$ cat src/rtl/bsa_pkg.sv
package bsa_pkg;
  typedef enum logic [2:0] {
    OP_ADD = 3'd0,
    OP_SUB = 3'd1,
    OP_AND = 3'd2,
    OP_OR  = 3'd3,
    OP_XOR = 3'd4
  } op_e;
endpackage

$ cat src/rtl/bsa_digit_unit.sv
// One digit of the datapath: an adder slice with carry, plus bitwise paths.
module bsa_digit_unit #(
  parameter int DIGIT_W = 8
) (
  input  logic [DIGIT_W-1:0] a_i,
  input  logic [DIGIT_W-1:0] b_i,
  input  logic [2:0]         op_i,
  input  logic               cin_i,
  output logic [DIGIT_W-1:0] y_o,
  output logic [DIGIT_W-1:0] b_eff_o,
  output logic               cout_o
);
  import bsa_pkg::*;

  logic [DIGIT_W:0] sum;

  always_comb begin
    b_eff_o = (op_i == OP_SUB) ? ~b_i : b_i;
    sum     = {1'b0, a_i} + {1'b0, b_eff_o} + {{DIGIT_W{1'b0}}, cin_i};
    cout_o  = sum[DIGIT_W];
    case (op_i)
      OP_ADD, OP_SUB: y_o = sum[DIGIT_W-1:0];
      OP_AND:         y_o = a_i & b_i;
      OP_OR:          y_o = a_i | b_i;
      OP_XOR:         y_o = a_i ^ b_i;
      default:        y_o = '0;
    endcase
  end
endmodule

$ cat src/rtl/bsa_digit_shreg.sv
// Operand storage as digit registers; shifts toward digit 0 on each step.
module bsa_digit_shreg #(
  parameter int DIGIT_W    = 8,
  parameter int NUM_DIGITS = 4,
  localparam int WORD_W    = DIGIT_W * NUM_DIGITS
) (
  input  logic               clk,
  input  logic               rst,
  input  logic               load_i,
  input  logic               shift_i,
  input  logic [WORD_W-1:0]  word_i,
  output logic [DIGIT_W-1:0] low_o
);
  logic [DIGIT_W-1:0] dig_q [NUM_DIGITS];

  for (genvar k = 0; k < NUM_DIGITS; k++) begin : g_dig
    if (k == NUM_DIGITS - 1) begin : g_top
      always_ff @(posedge clk) begin
        if (rst)          dig_q[k] <= '0;
        else if (load_i)  dig_q[k] <= word_i[k*DIGIT_W +: DIGIT_W];
        else if (shift_i) dig_q[k] <= '0;
      end
    end else begin : g_mid
      always_ff @(posedge clk) begin
        if (rst)          dig_q[k] <= '0;
        else if (load_i)  dig_q[k] <= word_i[k*DIGIT_W +: DIGIT_W];
        else if (shift_i) dig_q[k] <= dig_q[k+1];
      end
    end
  end

  assign low_o = dig_q[0];
endmodule

$ cat src/rtl/bsa_step_ctrl.sv
// Sequencer: accepts a start while idle, then runs NUM_DIGITS steps.
module bsa_step_ctrl #(
  parameter int NUM_DIGITS = 4,
  localparam int CW = (NUM_DIGITS > 1) ? $clog2(NUM_DIGITS) : 1
) (
  input  logic clk,
  input  logic rst,
  input  logic start_i,
  output logic accept_o,
  output logic step_o,
  output logic last_o,
  output logic busy_o,
  output logic done_o
);
  logic [CW-1:0] cnt_q;
  logic          busy_q;
  logic          done_q;

  always_ff @(posedge clk) begin
    if (rst) begin
      cnt_q  <= '0;
      busy_q <= 1'b0;
      done_q <= 1'b0;
    end else begin
      done_q <= 1'b0;
      if (!busy_q) begin
        if (start_i) begin
          busy_q <= 1'b1;
          cnt_q  <= '0;
        end
      end else if (cnt_q == CW'(NUM_DIGITS - 1)) begin
        busy_q <= 1'b0;
        done_q <= 1'b1;
      end else begin
        cnt_q <= cnt_q + 1'b1;
      end
    end
  end

  assign accept_o = start_i && !busy_q;
  assign step_o   = busy_q;
  assign last_o   = busy_q && (cnt_q == CW'(NUM_DIGITS - 1));
  assign busy_o   = busy_q;
  assign done_o   = done_q;
endmodule

$ cat src/rtl/byte_serial_alu.sv
module byte_serial_alu #(
  parameter int DIGIT_W    = 8,
  parameter int NUM_DIGITS = 4,
  localparam int WORD_W    = DIGIT_W * NUM_DIGITS
) (
  input  logic              clk,
  input  logic              rst,
  input  logic              start_i,
  input  logic [2:0]        op_i,
  input  logic              chain_i,
  input  logic [WORD_W-1:0] a_i,
  input  logic [WORD_W-1:0] b_i,
  output logic [WORD_W-1:0] result_o,
  output logic              done_o,
  output logic              carry_o,
  output logic              ovf_o
);
  import bsa_pkg::*;

  logic               accept_w, step_w, last_w, busy_w, done_w;
  logic [DIGIT_W-1:0] a_dig, b_dig, y_dig, b_eff;
  logic               cout_w;
  logic [2:0]         op_q;
  logic               rc_q;
  logic [WORD_W-1:0]  result_q;
  logic               carry_q, ovf_q;
  logic               init_c, is_sub, is_arith;

  bsa_step_ctrl #(.NUM_DIGITS(NUM_DIGITS)) ctrl_i (
    .clk(clk), .rst(rst), .start_i(start_i),
    .accept_o(accept_w), .step_o(step_w), .last_o(last_w),
    .busy_o(busy_w), .done_o(done_w)
  );

  bsa_digit_shreg #(.DIGIT_W(DIGIT_W), .NUM_DIGITS(NUM_DIGITS)) a_reg_i (
    .clk(clk), .rst(rst), .load_i(accept_w), .shift_i(step_w),
    .word_i(a_i), .low_o(a_dig)
  );

  bsa_digit_shreg #(.DIGIT_W(DIGIT_W), .NUM_DIGITS(NUM_DIGITS)) b_reg_i (
    .clk(clk), .rst(rst), .load_i(accept_w), .shift_i(step_w),
    .word_i(b_i), .low_o(b_dig)
  );

  bsa_digit_unit #(.DIGIT_W(DIGIT_W)) unit_i (
    .a_i(a_dig), .b_i(b_dig), .op_i(op_q), .cin_i(rc_q),
    .y_o(y_dig), .b_eff_o(b_eff), .cout_o(cout_w)
  );

  assign is_sub   = (op_q == OP_SUB);
  assign is_arith = (op_q == OP_ADD) || is_sub;

  // Incoming carry of the first step: fixed, or taken from the stored flag.
  always_comb begin
    if (chain_i) init_c = (op_i == OP_SUB) ? ~carry_q : carry_q;
    else         init_c = (op_i == OP_SUB);
  end

  always_ff @(posedge clk) begin
    if (rst) begin
      op_q     <= '0;
      rc_q     <= 1'b0;
      result_q <= '0;
      carry_q  <= 1'b0;
      ovf_q    <= 1'b0;
    end else begin
      if (accept_w) begin
        op_q <= op_i;
        rc_q <= init_c;
      end
      if (step_w) begin
        rc_q     <= cout_w;
        result_q <= {y_dig, result_q[WORD_W-1:DIGIT_W]};
        if (last_w && is_arith) begin
          carry_q <= is_sub ? ~cout_w : cout_w;
          ovf_q   <= (a_dig[DIGIT_W-1] == b_eff[DIGIT_W-1]) &&
                     (y_dig[DIGIT_W-1] != a_dig[DIGIT_W-1]);
        end
      end
    end
  end

  assign result_o = result_q;
  assign done_o   = done_w;
  assign carry_o  = carry_q;
  assign ovf_o    = ovf_q;
endmodule

$ cat config.mk
export PLATFORM = sky130hd
export DESIGN_NAME = byte_serial_alu
export DESIGN_NICKNAME = d
export VERILOG_FILES = /design/src/rtl/bsa_pkg.sv /design/src/rtl/bsa_digit_unit.sv /design/src/rtl/bsa_digit_shreg.sv /design/src/rtl/bsa_step_ctrl.sv /design/src/rtl/byte_serial_alu.sv
export SDC_FILE = /design/constraint.sdc
export NUM_CORES = 1
export LEC_CHECK = 0
export ABC_AREA = 1
export ABC_CLOCK_PERIOD_IN_PS = 3220
export BUFFER_PORTS_ARGS = -buffer_cell sky130_fd_sc_hd__buf_2
export CAP_MARGIN = 10
export CORE_UTILIZATION = 45
export CTS_CLUSTER_DIAMETER = 120
export DETAILED_ROUTE_END_ITERATION = 7
export HOLD_SLACK_MARGIN = 0.08
export PLACE_DENSITY_LB_ADDON = 0.1
export SLEW_MARGIN = 5
export SYNTH_ARGS = -nofsm -noshare
export SYNTH_HDL_FRONTEND = slang
export SYNTH_HIERARCHICAL = 1
export SYNTH_SLANG_ARGS = --single-unit
$ cat constraint.sdc
create_clock -name clk -period 3.22 [get_ports clk]
set_input_delay 0.161 -clock clk [delete_from_list [all_inputs] [get_ports clk]]
set_output_delay 0.161 -clock clk [all_outputs]
set_load 0.005 [all_outputs]
==> results of run 1 <==
[worst min path at each step]
stage                        from                    to  slack (ns)  depth (start not counted)
after global routing      b_i[17]   b_reg_i/dig_q[1][1]        0.09                          3
after detailed placement  a_i[13]  a_reg_i/dig_q[0][13]        0.44                          3
after global placement     a_i[4]   a_reg_i/dig_q[0][4]        0.43                          3
after floorplan               rst         ctrl_i/busy_o        0.23                          1
final                     a_i[17]   a_reg_i/dig_q[1][1]        0.09                          3
after CTS                 b_i[13]  b_reg_i/dig_q[0][13]        0.08                          3
[worst max-delay path, stage by stage, from the launching register on]
cell	delay (ns)
dfxtp_1	0.40
nor2_4	0.26
nand2_4	0.16
xor2_2	0.16
inv_2	0.05
fa_1	0.39
inv_1	0.10
fa_1	0.18
nand2_1	0.07
nand2_1	0.11
nand2_1	0.08
o31ai_1	0.34
xnor2_1	0.14
a211oi_2	0.21
[layout make-up]
cell class / count / share of cell area
tap: 143 / 0.02834
timing repair buffer: 118 / 0.1019
sequential: 106 / 0.4378
multi-input combinational: 419 / 0.3434
clock buffer: 13 / 0.03805
inverter: 73 / 0.04360
clock inverter: 3 / 0.006936
[synth_stat cells, types with 6 or more instances]
master and count:
a21oi_1 13, buf_2 9, buf_4 22, dfxtp_1 42
edfxtp_1 64, ha_1 25, inv_1 66, inv_2 6
nand2_1 150, nand3_1 67, nor2_1 87, o21ai_0 36
xor2_1 7
[layer usage]
metal / up-vias / wire length (um) / track usage
li1: 2228 / - / -
met1: 1921 / 5297 / 0.2422
met2: 93 / 5654 / 0.3445
met3: 9 / 382 / 0.03402
met4: 0 / 124 / 0.06400
met5: - / 0 / 0
[logic make-up after synthesis]
| kind of cell | Yosys count | synth area share |
|---|---|---|
| XOR/XNOR | 9 | 0.01572 |
| AO/OA/AOI/OAI | 61 | 0.06103 |
| buffers and inverters | 114 | 0.1025 |
| flip-flops | 106 | 0.5028 |
| adder cells (fa/ha/maj) | 27 | 0.06422 |
| AND/OR/NAND/NOR | 322 | 0.2537 |
[flip-flops by register name (all words and copies together), names as in the netlist]
signal,count
ctrl_i/cnt_q,2
carry_o,1
ctrl_i/done_o,1
ctrl_i/busy_o,1
b_reg_i/dig_q,32
ovf_o,1
result_o,32
op_q,3
rc_q,1
a_reg_i/dig_q,32
[stage by stage]
stage / hold slack (ns) / cell area [um2] / total power, uW / setup slack (ns)
after detailed placement: 0.4379 / 5949 / 2240 / 0.5098
after floorplan: 0.2301 / 5494 / 2078 / 0.8208
final: 0.09229 / 6314 / 3293 / 0.4655
after global placement: 0.4348 / 5949 / 2226 / 0.5886
after global routing: 0.08815 / 6314 / 3483 / 0.2150
after CTS: 0.08136 / 6314 / 3324 / 0.4739
[report_power, final]
group	switching (uW)	total (uW)	internal (uW)
combinational	350	566	216
sequential	71.4	1650	1580
clock	473	1080	605
[repair_timing]
item                                   in CTS  in global routing
buffers inserted                            0                  0
hold buffers                                8                  0
resized for setup                           0                  0
endpoints found under the hold margin       8                  0
==> impl_metrics.json, run 1 <==
{
  "hold_path.class": "in -> reg",
  "track_usage": 0.1952,
  "dp_cells": 851,
  "synth_ff_type": "edfxtp_1",
  "power.density_mw_per_mm2": 521.5,
  "yosysTopAreaCell": "edfxtp_1",
  "rsz0062_at_grt": "false",
  "first_iter_violations": 205,
  "routedWlPerCell_um": 13.09,
  "crit_required_ns": 3.49,
  "finalCritPeriodShare": 0.8554,
  "rows": 39,
  "async_flop_share": 0,
  "mostFrequentLayoutCell": "nand2_1",
  "mostFrequentLayoutCells": "nand2_1, buf_2, nor2_1",
  "area.sequential_mm2": 0.002764,
  "critPathLaunch": "op_q[1]",
  "critPathKind": "reg -> reg",
  "syn-num-nets": 737,
  "nets": 825,
  "hpwl_um": 8197,
  "drive_gt1_frac": 0.1995,
  "first_pass_iters": 4,
  "initial_utilization": 0.4711,
  "clock_latency_ns": 0.35,
  "numPortBuffers": 105,
  "status": "finished clean",
  "syn_inst": 639,
  "peakVddDrop_mv": 0.2471,
  "synth_area_per_cell_um2": 8.598,
  "cp-endpoint": "carry_o",
  "die_area_mm2": 0.01266,
  "yosys.area.top_type_share": 0.3498,
  "drv_slew": 0,
  "clock_sinks": 106,
  "cts_buffer_depth": 2,
  "h-tree-depth": 3,
  "post-route-util": 0.5414,
  "max-cap-violations": 0,
  "grt_overflow_total": 0,
  "antenna_found_initial": 0,
  "globalplace.congestion": 0.8131,
  "startpoint_type": "flop",
  "synth_cell_types": 36,
  "grt_max_degree": 60,
  "final-hold-violation-count": 0,
  "clkTransAtPathRegs_ns": 0.07,
  "synth_seq_area_share": 0.5028,
  "fill_cells": 1106,
  "fin_cells": 875,
  "timing.rr.start": "op_q[1]",
  "area_delta_synth_final_pct": 14.92,
  "core_mm2": 0.01166,
  "first_global_vias": 4123,
  "critPathCaptureType": "flop",
  "multi_input_area_mm2": 0.002168,
  "worst_pin_slew_ns": 0.9962,
  "routed_wl_um": 11460,
  "synthTopCellsByArea": "edfxtp_1, dfxtp_1, nand2_1",
  "antenna_left": 0,
  "synthesis.area_mm2": 0.005494,
  "ys_ff_latch": 106,
  "synth-edff-count": 64,
  "rr_endpoint": "carry_o",
  "vias_per_cell": 4.858,
  "period_minus_slack_ns": 2.755,
  "setup-tns-final_ns": 0,
  "die_w_um": 112.5,
  "p_leak_uw": 0.003175,
  "fin_skew_ns": 0.009412,
  "route.detailed.drc": 0,
  "cts_buffers": 9,
  "die_y_um": 112.5,
  "setup_viol": 0,
  "relSlewSlack": 0.3343,
  "num_antenna_cells": 0,
  "crit_arrival_ns": 3.02,
  "reg2reg_slack_ns": 0.47,
  "cts_root_buf": "clkbuf_16",
  "ys_warn_count": 6,
  "rr_worst_depth": 13,
  "tritoncts": "yes",
  "critPathMaxFanout": 9,
  "num_vias": 4251,
  "grt_pass1_wl_um": 19360,
  "fmax_mhz": 363.0,
  "ioPinCount": 106
}
Note: power is estimated with default switching activity, not from simulation.
==> run 2: changes to the inputs <==
--- a/config.mk
+++ b/config.mk
@@ -14,6 +14,7 @@
 export DETAILED_ROUTE_END_ITERATION = 7
 export HOLD_SLACK_MARGIN = 0.08
 export PLACE_DENSITY_LB_ADDON = 0.1
+export SETUP_SLACK_MARGIN = 0.2
 export SLEW_MARGIN = 5
 export SYNTH_ARGS = -nofsm -noshare
 export SYNTH_HDL_FRONTEND = slang
==> constraint.sdc (replaced) <==
create_clock -name clk -period 3.22 [get_ports clk]
set_input_delay 0.322 -clock clk [delete_from_list [all_inputs] [get_ports clk]]
set_output_delay 0.322 -clock clk [all_outputs]
set_load 0.005 [all_outputs]
==> impl_metrics.json, run 2 (synthesized netlist as in run 1, its figures left out) <==
{
  "mostFrequentLayoutCell": "nand2_1",
  "rr_worst_depth": 13,
  "mostFrequentLayoutCells": "nand2_1, buf_2, nor2_1",
  "seqPwrFrac": 0.502,
  "die_w_um": 112.5,
  "grt_pass1_wl_um": 19260,
  "comb_power_share": 0.170,
  "peakVddDrop_mv": 0.2477,
  "num_antenna_cells": 0,
  "track_usage": 0.1944,
  "routed_wl_um": 11420,
  "antenna_left": 0,
  "status": "finished clean",
  "first_iter_violations": 207,
  "cts_root_buf": "clkbuf_16",
  "num_vias": 4225,
  "cts_buffers": 9,
  "rsz0062_at_grt": "false",
  "reg2reg_slack_ns": 0.48,
  "crit_arrival_ns": 3.01,
  "drive_gt1_frac": 0.2017,
  "worst_pin_slew_ns": 0.9846,
  "fmax_mhz": 364.7,
  "crit_required_ns": 3.49,
  "power.density_mw_per_mm2": 527.1,
  "min_from": "a_i[19]",
  "fin_skew_ns": 0.009148,
  "hold_path.class": "in -> reg",
  "die_y_um": 112.5,
  "critPathCaptureType": "flop",
  "timing.rr.start": "op_q[1]",
  "clock_latency_ns": 0.35,
  "initial_utilization": 0.4711,
  "cts-resized-gates": 0,
  "rows": 39,
  "numPortBuffers": 105,
  "period_minus_slack_ns": 2.742,
  "core_mm2": 0.01166,
  "cp-endpoint": "carry_o",
  "tritoncts": "yes",
  "critPathKind": "reg -> reg",
  "swShare": 0.2720,
  "area_delta_synth_final_pct": 13.46,
  "drv_slew": 0,
  "setup-tns-final_ns": 0,
  "cts_buffer_depth": 2,
  "critPathLaunch": "op_q[1]",
  "die_area_mm2": 0.01266,
  "first_pass_iters": 4,
  "antenna_found_initial": 0,
  "max-cap-violations": 0,
  "vias_per_cell": 4.873,
  "hpwl_um": 8197,
  "setup_viol": 0,
  "h-tree-depth": 3,
  "grt_max_degree": 60,
  "clock_sinks": 106,
  "critPathMaxFanout": 9,
  "ioPinCount": 106,
  "power_frac_clock": 0.328,
  "relSlewSlack": 0.3420,
  "clkTransAtPathRegs_ns": 0.07,
  "startpoint_type": "flop",
  "post-cts-setup-buffers": 0,
  "cts_hold_buffers": 0,
  "final-hold-violation-count": 0,
  "first_global_vias": 4082,
  "finalCritPeriodShare": 0.8516,
  "routedWlPerCell_um": 13.17,
  "totalPowerFinal_uw": 3285,
  "power.switching_uw": 893.8,
  "rr_endpoint": "carry_o",
  "grt_overflow_total": 0,
  "globalplace.congestion": 0.8131,
  "p_leak_uw": 0.003141,
  "route.detailed.drc": 0,
  "nets": 817,
  "p_int_uw": 2392
}
## run 2: changes by cell type in the layout (fill, tap and decap cells not counted), sizes merged
cell / delta
dlygate4sd3: -8
## run 2: worst min-delay path by stage
stage / end / slack [ns] / cells after the start
final: a_reg_i/dig_q[1][3] / 0.24 / 3
after global routing: b_reg_i/dig_q[1][4] / 0.23 / 3
after global placement: result_o[1] / 0.48 / 2
after floorplan: ctrl_i/busy_o / 0.39 / 1
after detailed placement: result_o[0] / 0.48 / 2
after CTS: a_reg_i/dig_q[0][13] / 0.23 / 3
## run 2: critical path: stages, from the launching register on
cell and delay, ns:
dfxtp_1 0.40, nor2_4 0.26, nand2_4 0.16, xor2_2 0.16
inv_2 0.05, fa_1 0.39, inv_1 0.10, fa_1 0.18
nand2_1 0.07, nand2_1 0.11, nand2_1 0.08, o31ai_1 0.33
xnor2_1 0.14, a211oi_2 0.21
## run 2: metal layers
layer / up-vias / global-route usage / part of all wire
met4: 0 / 0.06400 / 0.012
li1: 2211 / - / -
met1: 1904 / 0.2426 / 0.46
met3: 10 / 0.03402 / 0.034
met5: - / 0 / 0
met2: 100 / 0.3412 / 0.49
## run 2: area by class of cell
class / count / area [um2]
clock buffer: 13 / 240.2
sequential: 106 / 2764
timing repair buffer: 110 / 563.0
clock inverter: 3 / 43.79
multi-input combinational: 419 / 2168
tap: 143 / 178.9
inverter: 73 / 275.3
fill: 1106 / 5429
## run 2: power groups by stage
stage	Combinational, uW	Sequential, uW	Clock, uW
6_report	559	1650	1080
5_1_grt	647	1670	1160
4_1_cts	562	1650	1100
3_5_place_dp	559	1680	0
3_3_place_gp	549	1680	0
2_1_floorplan	424	1650	0
## run 2: through the flow
step	setup WS [ns]	std cells	hold WS, ns	cell area [um2]	util
after floorplan	0.8208	639	0.3911	5494	-
after detailed placement	0.5098	851	0.4758	5949	0.5101
after CTS	0.4739	867	0.2338	6233	0.5345
after global routing	0.2150	867	0.2346	6233	0.5345
after global placement	0.5886	851	0.4758	5949	0.5101
final	0.4777	867	0.2440	6233	0.5345
